<file path="config.mk">
export PLATFORM = sky130hd
export DESIGN_NAME = hsbus_connect_ctrl
export DESIGN_NICKNAME = d
export VERILOG_FILES = /design/src/rtl/hsbus_pkg.sv /design/src/rtl/hsbus_sync.sv /design/src/rtl/hsbus_bus_watch.sv /design/src/rtl/hsbus_en_filter.sv /design/src/rtl/hsbus_connect_ctrl.sv
export SDC_FILE = /design/constraint.sdc
export NUM_CORES = 1
export LEC_CHECK = 0
export BUFFER_PORTS_ARGS = -buffer_cell sky130_fd_sc_hd__buf_2
export CAP_MARGIN = 0
export CORE_ASPECT_RATIO = 1.25
export CORE_MARGIN = 1.5
export CORE_UTILIZATION = 40
export CTS_BUF_LIST = sky130_fd_sc_hd__clkbuf_8
export CTS_CLUSTER_DIAMETER = 100
export DETAILED_ROUTE_END_ITERATION = 16
export SLEW_MARGIN = 5
export SYNTH_ARGS = -nofsm -noshare
export SYNTH_HDL_FRONTEND = slang
export SYNTH_SLANG_ARGS = --single-unit
</file>
<file path="constraint.sdc">
create_clock -name clk -period 1.9 [get_ports clk]
set_input_delay 0.19 -clock clk [delete_from_list [all_inputs] [get_ports clk]]
set_output_delay 0.19 -clock clk [all_outputs]
set_load 0.01 [all_outputs]
</file>
<file path="src/rtl/hsbus_pkg.sv">
package hsbus_pkg;
   typedef enum logic [2:0] {
      ST_LOCKOUT    = 3'd0,
      ST_WAIT_IDLE  = 3'd1,
      ST_CHECK_CARD = 3'd2,
      ST_CONNECTED  = 3'd3,
      ST_DISABLED   = 3'd4
   } link_state_t;

   localparam int unsigned IN_BP_SDA   = 0;
   localparam int unsigned IN_BP_SCL   = 1;
   localparam int unsigned IN_CARD_SDA = 2;
   localparam int unsigned IN_CARD_SCL = 3;
   localparam int unsigned IN_EN       = 4;
   localparam int unsigned IN_BP_PWR   = 5;
   localparam int unsigned IN_CARD_PWR = 6;
   localparam int unsigned IN_COUNT    = 7;
endpackage

</file>
<file path="src/rtl/hsbus_sync.sv">
module hsbus_sync #(
   parameter int unsigned WIDTH  = 7,
   parameter int unsigned STAGES = 2
) (
   input  logic             clk,
   input  logic             rst_n,
   input  logic [WIDTH-1:0] d,
   output logic [WIDTH-1:0] q
);
   if (STAGES < 2) begin : g_bad_stages
      $error("hsbus_sync: STAGES must be at least 2");
   end
   if (WIDTH < 1) begin : g_bad_width
      $error("hsbus_sync: WIDTH must be at least 1");
   end

   logic [WIDTH-1:0] chain [STAGES];

   always_ff @(posedge clk or negedge rst_n) begin
      if (!rst_n) chain[0] <= '0;
      else        chain[0] <= d;
   end

   for (genvar i = 1; i < STAGES; i++) begin : g_stage
      always_ff @(posedge clk or negedge rst_n) begin
         if (!rst_n) chain[i] <= '0;
         else        chain[i] <= chain[i-1];
      end
   end

   assign q = chain[STAGES-1];
endmodule

</file>
<file path="src/rtl/hsbus_bus_watch.sv">
module hsbus_bus_watch #(
   parameter int unsigned IDLE_CYCLES = 19000
) (
   input  logic clk,
   input  logic rst_n,
   input  logic arm,
   input  logic sda,
   input  logic scl,
   output logic stop_seen,
   output logic idle_seen
);
   localparam int unsigned CW = $clog2(IDLE_CYCLES + 1);
   localparam logic [CW-1:0] CNT_MAX = CW'(IDLE_CYCLES);

   if (IDLE_CYCLES < 1) begin : g_bad_idle
      $error("hsbus_bus_watch: IDLE_CYCLES must be at least 1");
   end

   logic          sda_prev;
   logic [CW-1:0] quiet_cnt;
   logic          bus_high;

   assign bus_high = sda & scl;

   always_ff @(posedge clk or negedge rst_n) begin
      if (!rst_n) sda_prev <= 1'b0;
      else        sda_prev <= sda;
   end

   always_ff @(posedge clk or negedge rst_n) begin
      if (!rst_n)                     quiet_cnt <= '0;
      else if (!arm || !bus_high)     quiet_cnt <= '0;
      else if (quiet_cnt != CNT_MAX)  quiet_cnt <= quiet_cnt + 1'b1;
   end

   assign stop_seen = scl & sda & ~sda_prev;
   assign idle_seen = (quiet_cnt == CNT_MAX);

   // idle window closes only after the lines were high and the watch was armed
   assert_idle_needs_high_R4: assert property (@(posedge clk) disable iff (!rst_n)
      idle_seen |-> $past(bus_high && arm));

   // a stop always follows a cycle with data low
   assert_stop_after_low_R3: assert property (@(posedge clk) disable iff (!rst_n)
      stop_seen |-> $past(!sda));
endmodule

</file>
<file path="src/rtl/hsbus_en_filter.sv">
module hsbus_en_filter #(
   parameter int unsigned DELAY_CYCLES = 19000
) (
   input  logic clk,
   input  logic rst_n,
   input  logic en_s,
   output logic en_ok
);
   localparam int unsigned CW = $clog2(DELAY_CYCLES + 1);
   localparam logic [CW-1:0] CNT_MAX = CW'(DELAY_CYCLES);

   if (DELAY_CYCLES < 1) begin : g_bad_delay
      $error("hsbus_en_filter: DELAY_CYCLES must be at least 1");
   end

   logic [CW-1:0] hold_cnt;

   always_ff @(posedge clk or negedge rst_n) begin
      if (!rst_n)                    hold_cnt <= '0;
      else if (!en_s)                hold_cnt <= '0;
      else if (hold_cnt != CNT_MAX)  hold_cnt <= hold_cnt + 1'b1;
   end

   assign en_ok = (hold_cnt == CNT_MAX);

   // the hold-off is only satisfied by an enable that was high
   assert_en_ok_after_high_R9: assert property (@(posedge clk) disable iff (!rst_n)
      en_ok |-> $past(en_s));
endmodule

</file>
<file path="src/rtl/hsbus_connect_ctrl.sv">
module hsbus_connect_ctrl
   import hsbus_pkg::*;
#(
   parameter int unsigned IDLE_CYCLES     = 19000,
   parameter int unsigned EN_DELAY_CYCLES = 19000,
   parameter int unsigned SYNC_STAGES     = 2
) (
   input  logic       clk,
   input  logic       rst_n,
   input  logic       bp_pwr_ok,
   input  logic       card_pwr_ok,
   input  logic       en_in,
   input  logic       bp_sda_in,
   input  logic       bp_scl_in,
   input  logic       card_sda_in,
   input  logic       card_scl_in,
   output logic       bp_sda_pull,
   output logic       bp_scl_pull,
   output logic       card_sda_pull,
   output logic       card_scl_pull,
   output logic       link_on,
   output logic       accel_en,
   output logic       prechg_en,
   output logic [2:0] dbg_state
);
   localparam int unsigned NLINES = 2;

   logic [IN_COUNT-1:0] raw_in, syn_in;
   link_state_t state_q, state_d;
   logic pwr_good, card_hi, stop_seen, idle_seen, en_ok, qualify, watch_arm;

   assign raw_in[IN_BP_SDA]   = bp_sda_in;
   assign raw_in[IN_BP_SCL]   = bp_scl_in;
   assign raw_in[IN_CARD_SDA] = card_sda_in;
   assign raw_in[IN_CARD_SCL] = card_scl_in;
   assign raw_in[IN_EN]       = en_in;
   assign raw_in[IN_BP_PWR]   = bp_pwr_ok;
   assign raw_in[IN_CARD_PWR] = card_pwr_ok;

   hsbus_sync #(.WIDTH(IN_COUNT), .STAGES(SYNC_STAGES)) u_sync (
      .clk(clk), .rst_n(rst_n), .d(raw_in), .q(syn_in)
   );

   assign watch_arm = (state_q == ST_WAIT_IDLE);

   hsbus_bus_watch #(.IDLE_CYCLES(IDLE_CYCLES)) u_watch (
      .clk(clk), .rst_n(rst_n), .arm(watch_arm),
      .sda(syn_in[IN_BP_SDA]), .scl(syn_in[IN_BP_SCL]),
      .stop_seen(stop_seen), .idle_seen(idle_seen)
   );

   hsbus_en_filter #(.DELAY_CYCLES(EN_DELAY_CYCLES)) u_enf (
      .clk(clk), .rst_n(rst_n), .en_s(syn_in[IN_EN]), .en_ok(en_ok)
   );

   assign pwr_good = syn_in[IN_BP_PWR] & syn_in[IN_CARD_PWR];
   assign card_hi  = syn_in[IN_CARD_SDA] & syn_in[IN_CARD_SCL];
   assign qualify  = stop_seen | idle_seen;

   always_comb begin
      state_d = state_q;
      if (!pwr_good) begin
         state_d = ST_LOCKOUT;
      end else if (!syn_in[IN_EN]) begin
         state_d = ST_DISABLED;
      end else begin
         unique case (state_q)
            ST_LOCKOUT, ST_DISABLED: if (en_ok) state_d = ST_WAIT_IDLE;
                                     else       state_d = ST_DISABLED;
            ST_WAIT_IDLE:  if (qualify) state_d = card_hi ? ST_CONNECTED : ST_CHECK_CARD;
            ST_CHECK_CARD: if (card_hi) state_d = ST_WAIT_IDLE;
            ST_CONNECTED:  state_d = ST_CONNECTED;
            default:       state_d = ST_LOCKOUT;
         endcase
      end
   end

   always_ff @(posedge clk or negedge rst_n) begin
      if (!rst_n) state_q <= ST_LOCKOUT;
      else        state_q <= state_d;
   end

   assign link_on   = (state_q == ST_CONNECTED);
   assign accel_en  = (state_q == ST_CONNECTED);
   assign prechg_en = (state_q == ST_LOCKOUT) || (state_q == ST_WAIT_IDLE) ||
                      (state_q == ST_CHECK_CARD);
   assign dbg_state = state_q;

   // wired-AND across the two sides, one slice per line (0 = data, 1 = clock)
   logic [NLINES-1:0] bp_lvl, card_lvl, bp_pull, card_pull;
   assign bp_lvl   = {syn_in[IN_BP_SCL],   syn_in[IN_BP_SDA]};
   assign card_lvl = {syn_in[IN_CARD_SCL], syn_in[IN_CARD_SDA]};

   for (genvar l = 0; l < NLINES; l++) begin : g_line
      assign bp_pull[l]   = link_on & ~card_lvl[l];
      assign card_pull[l] = link_on & ~bp_lvl[l];
   end

   assign bp_sda_pull   = bp_pull[0];
   assign bp_scl_pull   = bp_pull[1];
   assign card_sda_pull = card_pull[0];
   assign card_scl_pull = card_pull[1];

   // supply loss reaches lockout on the next edge
   assert_pwr_loss_lockout_R10: assert property (@(posedge clk) disable iff (!rst_n)
      !pwr_good |=> (state_q == ST_LOCKOUT));

   // a low enable with good supplies never leaves the link up
   assert_en_low_disconnect_R8: assert property (@(posedge clk) disable iff (!rst_n)
      (pwr_good && !syn_in[IN_EN]) |=> (state_q == ST_DISABLED));

   // entering connected needs a qualifying event
   assert_connect_needs_event_R3: assert property (@(posedge clk) disable iff (!rst_n)
      (state_q != ST_CONNECTED) |=> (state_q != ST_CONNECTED || $past(qualify)));

   // entering connected needs released card lines
   assert_connect_needs_card_R5: assert property (@(posedge clk) disable iff (!rst_n)
      (state_q != ST_CONNECTED) |=> (state_q != ST_CONNECTED || $past(card_hi)));

   // leaving disabled for wait-idle requires the enable hold-off
   assert_wake_needs_delay_R9: assert property (@(posedge clk) disable iff (!rst_n)
      (state_q == ST_DISABLED) |=> (state_q != ST_WAIT_IDLE || $past(en_ok)));
endmodule

</file>
==> results.md <==
Pwr:
- The sum of internal, switching and leakage power is ~1.9 mW.
- The largest vdd supply drop is approximately 0.00056 V.
- The power density normalized to cell area is 714 nW/um^2.
- The analysis attributes to cell leakage a power of 1.20 nW.

Floorplan:
- The floorplan die width is around 70 um.
- The standard cell core area is around 5400 um^2.
- The full die area is between 6000 and 7000 um^2.
- The number of top-level pins is 19.
- The die is ~87 um tall.
- The initial utilization of the core area, before any placement, comes to 0.417.
- The placement row count is 30.

Place:
- The total placed cells including tap cells is 290.
- At the placement stage, the worst setup path has a slack of ~0.21 ns.
- The total of buffers placed on input and output ports is 18.
- Once placement finished, the instance area stood at approximately 2400 um^2.
- The estimated wirelength of the detail-placed design is 2680 um.
- The global placement routability congestion is 0.764.

Run status:
- The final reports fail on hold timing.
- The run finished, with violations left.

Timing:
- The final critical path time including I/O delays and setup is 1.70 ns.
- The worst slew margin relative to its limit is 0.606.
- The transition time at the pin with the least slew margin is between 0.5 and 0.6 ns.
- Of the available clock period, the critical path in the final layout requires 0.896.
- Setup repair after global routing left no endpoint under its margin.
- The count of endpoints failing setup in the final report is 0.
- For this run, the top clock speed supported by timing is slightly below 600 MHz.
- The final hold slack is -0.0236 ns.
- The final clock skew is between 0.007 and 0.008 ns.
- In the final timing run, aggregate negative setup slack is 0 ns.
- The number of max-slew violations in the final report is 0.
- The worst path setup slack after routing is ~0.20 ns.
- The total count of hold-check failures in the final report is between 40 and 50.

Logic synthesis:
- The flop and latch count out of synthesis is between 40 and 50.
- The portion of the post-synthesis area used by sequential elements is 0.530.
- The netlist uses 41 different library cells.
- sky130_fd_sc_hd__dfrtp_1 takes more of the synthesized area than any other cell.
- Each instance of the synthesized netlist takes up on average roughly 11 um^2.
- The synthesized design contains 0 enable-type register cells.
- For this run, the number of Yosys warnings is 0.
- The share of flip-flops with an asynchronous set or reset is 1.00.
- The net count of the mapped netlist is between 200 and 250.
- The synthesized netlist cell count is ~210.
- Yosys attributes the largest share of cell area to sky130_fd_sc_hd__dfrtp_1 (53%), sky130_fd_sc_hd__xor2_1 (5.4%), sky130_fd_sc_hd__and2_1 (3.3%), sky130_fd_sc_hd__nand2_1 (3.0%), sky130_fd_sc_hd__xnor2_1 (2.7%).
- Of the post-synthesis cell area, the dominant cell type holds 0.530.
- The most used flip-flop cell after synthesis is sky130_fd_sc_hd__dfrtp_1.
- Summing every instance area after synthesis gives 2270 um^2.

Clock tree:
- The clock latency of the later-clocked register in the worst-skew pair is ~0.30 ns.
- CTS built an H-tree with a depth of 2.
- The root buffer cell is sky130_fd_sc_hd__clkbuf_8.
- The clock transition at the registers of the reported paths is about 0.09 ns.
- The total CTS buffers is 5.
- The CTS tree is built.
- After clock tree synthesis, the setup repair step added 0 buffers.
- The maximum clock insertion buffer count is 2.
- The number of resized instances in the post-cts repair step is 0.
- The number of clock sinks is 48.

Detailed routing:
- Dividing the detail-routed via count by the number of cells gives 5.14.
- Dividing the detail-routed wire length by the instance count gives between 10 and 15 um.
- The detailed-routing iteration count for the pre-antenna-repair pass is 4.
- The count of antenna-violating nets left after detailed routing is 0.
- The detailed-route wire length is 3940 um.
- The first routing iteration left 25 violations.
- The routed layout has about 1600 vias.
- In the routed design, unresolved DRC markers number 0.

Global route:
- Entering global routing, the biggest net connects between 40 and 50 pins.
- The number of antenna violations at the first check in global routing is 0.
- The first-pass GRT wire length is roughly 6900 um.
- The global-route usage over all layers is 0.142.
- The total overflow left after global routing is 0.
- The number of global-route vias before repair came to about 1500.

Flow run:
- The tool flagged a number of max-cap violations equal to 0.

Worst setup path:
- The signal on the critical path passes through inv_1 -> ha_1 -> nor4bb_2 -> nand4_1 -> o211ai_1 -> nor4b_2.
- Along the worst path, the maximum fanout reaches 3.
- The critical path is of the reg2reg type.
- The kind of cell with the highest combined delay on the critical path is simple AND/OR/NAND/NOR gates.
- The slowest stage of the critical path belongs to the cell sky130_fd_sc_hd__dfrtp_1.
- In this design, the stage delay of the slowest critical-path cell is 0.41 ns.
- STA classifies the critical path endpoint as a flop.
- The buffers plus inverters on the worst setup path is 1.
- STA classifies the critical path startpoint as a flop.
- Data arrives at the worst endpoint at approximately 1.9 ns.
- For the worst setup path, the data required time is 2.11 ns.

Layout:
- The fraction of final layout cells with drive strength greater than 1 is 0.162.
- At the end of the flow the core is filled with cells to 0.482.
- Excluding fillers, the count of instances in the completed layout stands at 305.
- At the end of the flow, the number of nets in the layout was around 250.
- The repair_antennas step left the layout with diodes totalling 0.
- Relative to the synthesized area, the layout overhead comes to 15.7%.
- The total non-filler cell area in the finished layout is approximately 2600 um^2.

Hold path:
- The path class of the tightest hold or removal check is in2async.
cells by family (layout without fill, tap and decap cells):
logic type	Yosys count	in the layout	synth area share
mux	3	3	0.0132
compound gates	18	18	0.0480
flops	48	48	0.530
buf+inv	14	46	0.0259
fa+ha+maj	4	4	0.0221
xor+xnor	21	21	0.0811
simple gates	101	101	0.280
power by group:
part | switching (mW) | internal [mW] | total (mW)
Combinational | 0.0345 | 0.0306 | 0.0651
Sequential | 0.0194 | 1.04 | 1.06
Clock | 0.351 | 0.396 | 0.747
final timing paths:
| check | startpoint | endpoint | slack [ns] | cells past startpoint |
|---|---|---|---|---|
| min in group clk | u_sync.chain[13] | u_sync.q[6] | 0.35 | 0 |
| worst max-delay path | u_watch.quiet_cnt[0] | dbg_state[1] | 0.20 | 6 |
| worst min register to register | u_sync.chain[13] | u_sync.q[6] | 0.35 | 0 |
| max in group asynchronous | rst_n | u_watch.quiet_cnt[5] | 1.54 | 2 |
| worst min-delay path | rst_n | dbg_state[0] | -0.02 | 2 |
| worst max register to register | u_watch.quiet_cnt[0] | dbg_state[1] | 0.20 | 6 |
cell usage in the layout (no fill, tap or decap), types with 5 or more instances in the layout:
cell type and instances:
sky130_fd_sc_hd__dfrtp_1 48, sky130_fd_sc_hd__buf_2 18, sky130_fd_sc_hd__clkbuf_8 5, sky130_fd_sc_hd__nand4_1 9, sky130_fd_sc_hd__nor3_1 5, sky130_fd_sc_hd__nor2_1 16, sky130_fd_sc_hd__dlygate4sd3_1 7, sky130_fd_sc_hd__inv_1 10
sky130_fd_sc_hd__nand2_1 18, sky130_fd_sc_hd__a21oi_1 7, sky130_fd_sc_hd__nand3_1 9, sky130_fd_sc_hd__xnor2_1 7, sky130_fd_sc_hd__and2_1 12, sky130_fd_sc_hd__xor2_1 14
area by class of cell:
type	count	area [um^2]
Clock buffer	5	68.8
Clock inverter	3	46.3
Fill cell	497	2820
Inverter	10	37.5
Multi-Input combinational cell	147	1010
Sequential cell	48	1200
Tap cell	64	80.1
Timing Repair Buffer	28	183
timing repair:
action                                  in CTS  in global routing
hold buffers                                 7                  0
endpoints found under the setup margin       0                  0
endpoints found under the hold margin        7                  0
synthesized netlist by cell type, types with 3 or more instances:
master	instances
sky130_fd_sc_hd__dfrtp_1	48
sky130_fd_sc_hd__nand4_1	9
sky130_fd_sc_hd__mux2i_1	3
sky130_fd_sc_hd__nor4_1	4
sky130_fd_sc_hd__inv_1	10
sky130_fd_sc_hd__nor2b_1	4
sky130_fd_sc_hd__a21oi_1	7
sky130_fd_sc_hd__nand2_1	18
sky130_fd_sc_hd__xnor2_1	7
sky130_fd_sc_hd__o21ai_0	3
sky130_fd_sc_hd__nor2_1	16
sky130_fd_sc_hd__ha_1	4
sky130_fd_sc_hd__and4_1	4
sky130_fd_sc_hd__nand3_1	9
sky130_fd_sc_hd__xor2_1	14
sky130_fd_sc_hd__nor3_1	5
sky130_fd_sc_hd__and2_1	12
per-layer routing:
layer	GRT usage	part of all wire	vias to the layer above
li1	-	-	788
met1	0.182	0.49	759
met2	0.232	0.47	16
met3	0.0347	0.022	6
met4	0.0524	0.014	0
met5	0	0	-
registers in the layout (all words and copies together) (netlist names):
name	cells
u_watch.sda_prev	1
u_watch.quiet_cnt	15
u_sync.chain	7
u_enf.hold_cnt	15
u_sync.q	7
dbg_state	3
Power figures use the tool's default switching activity.
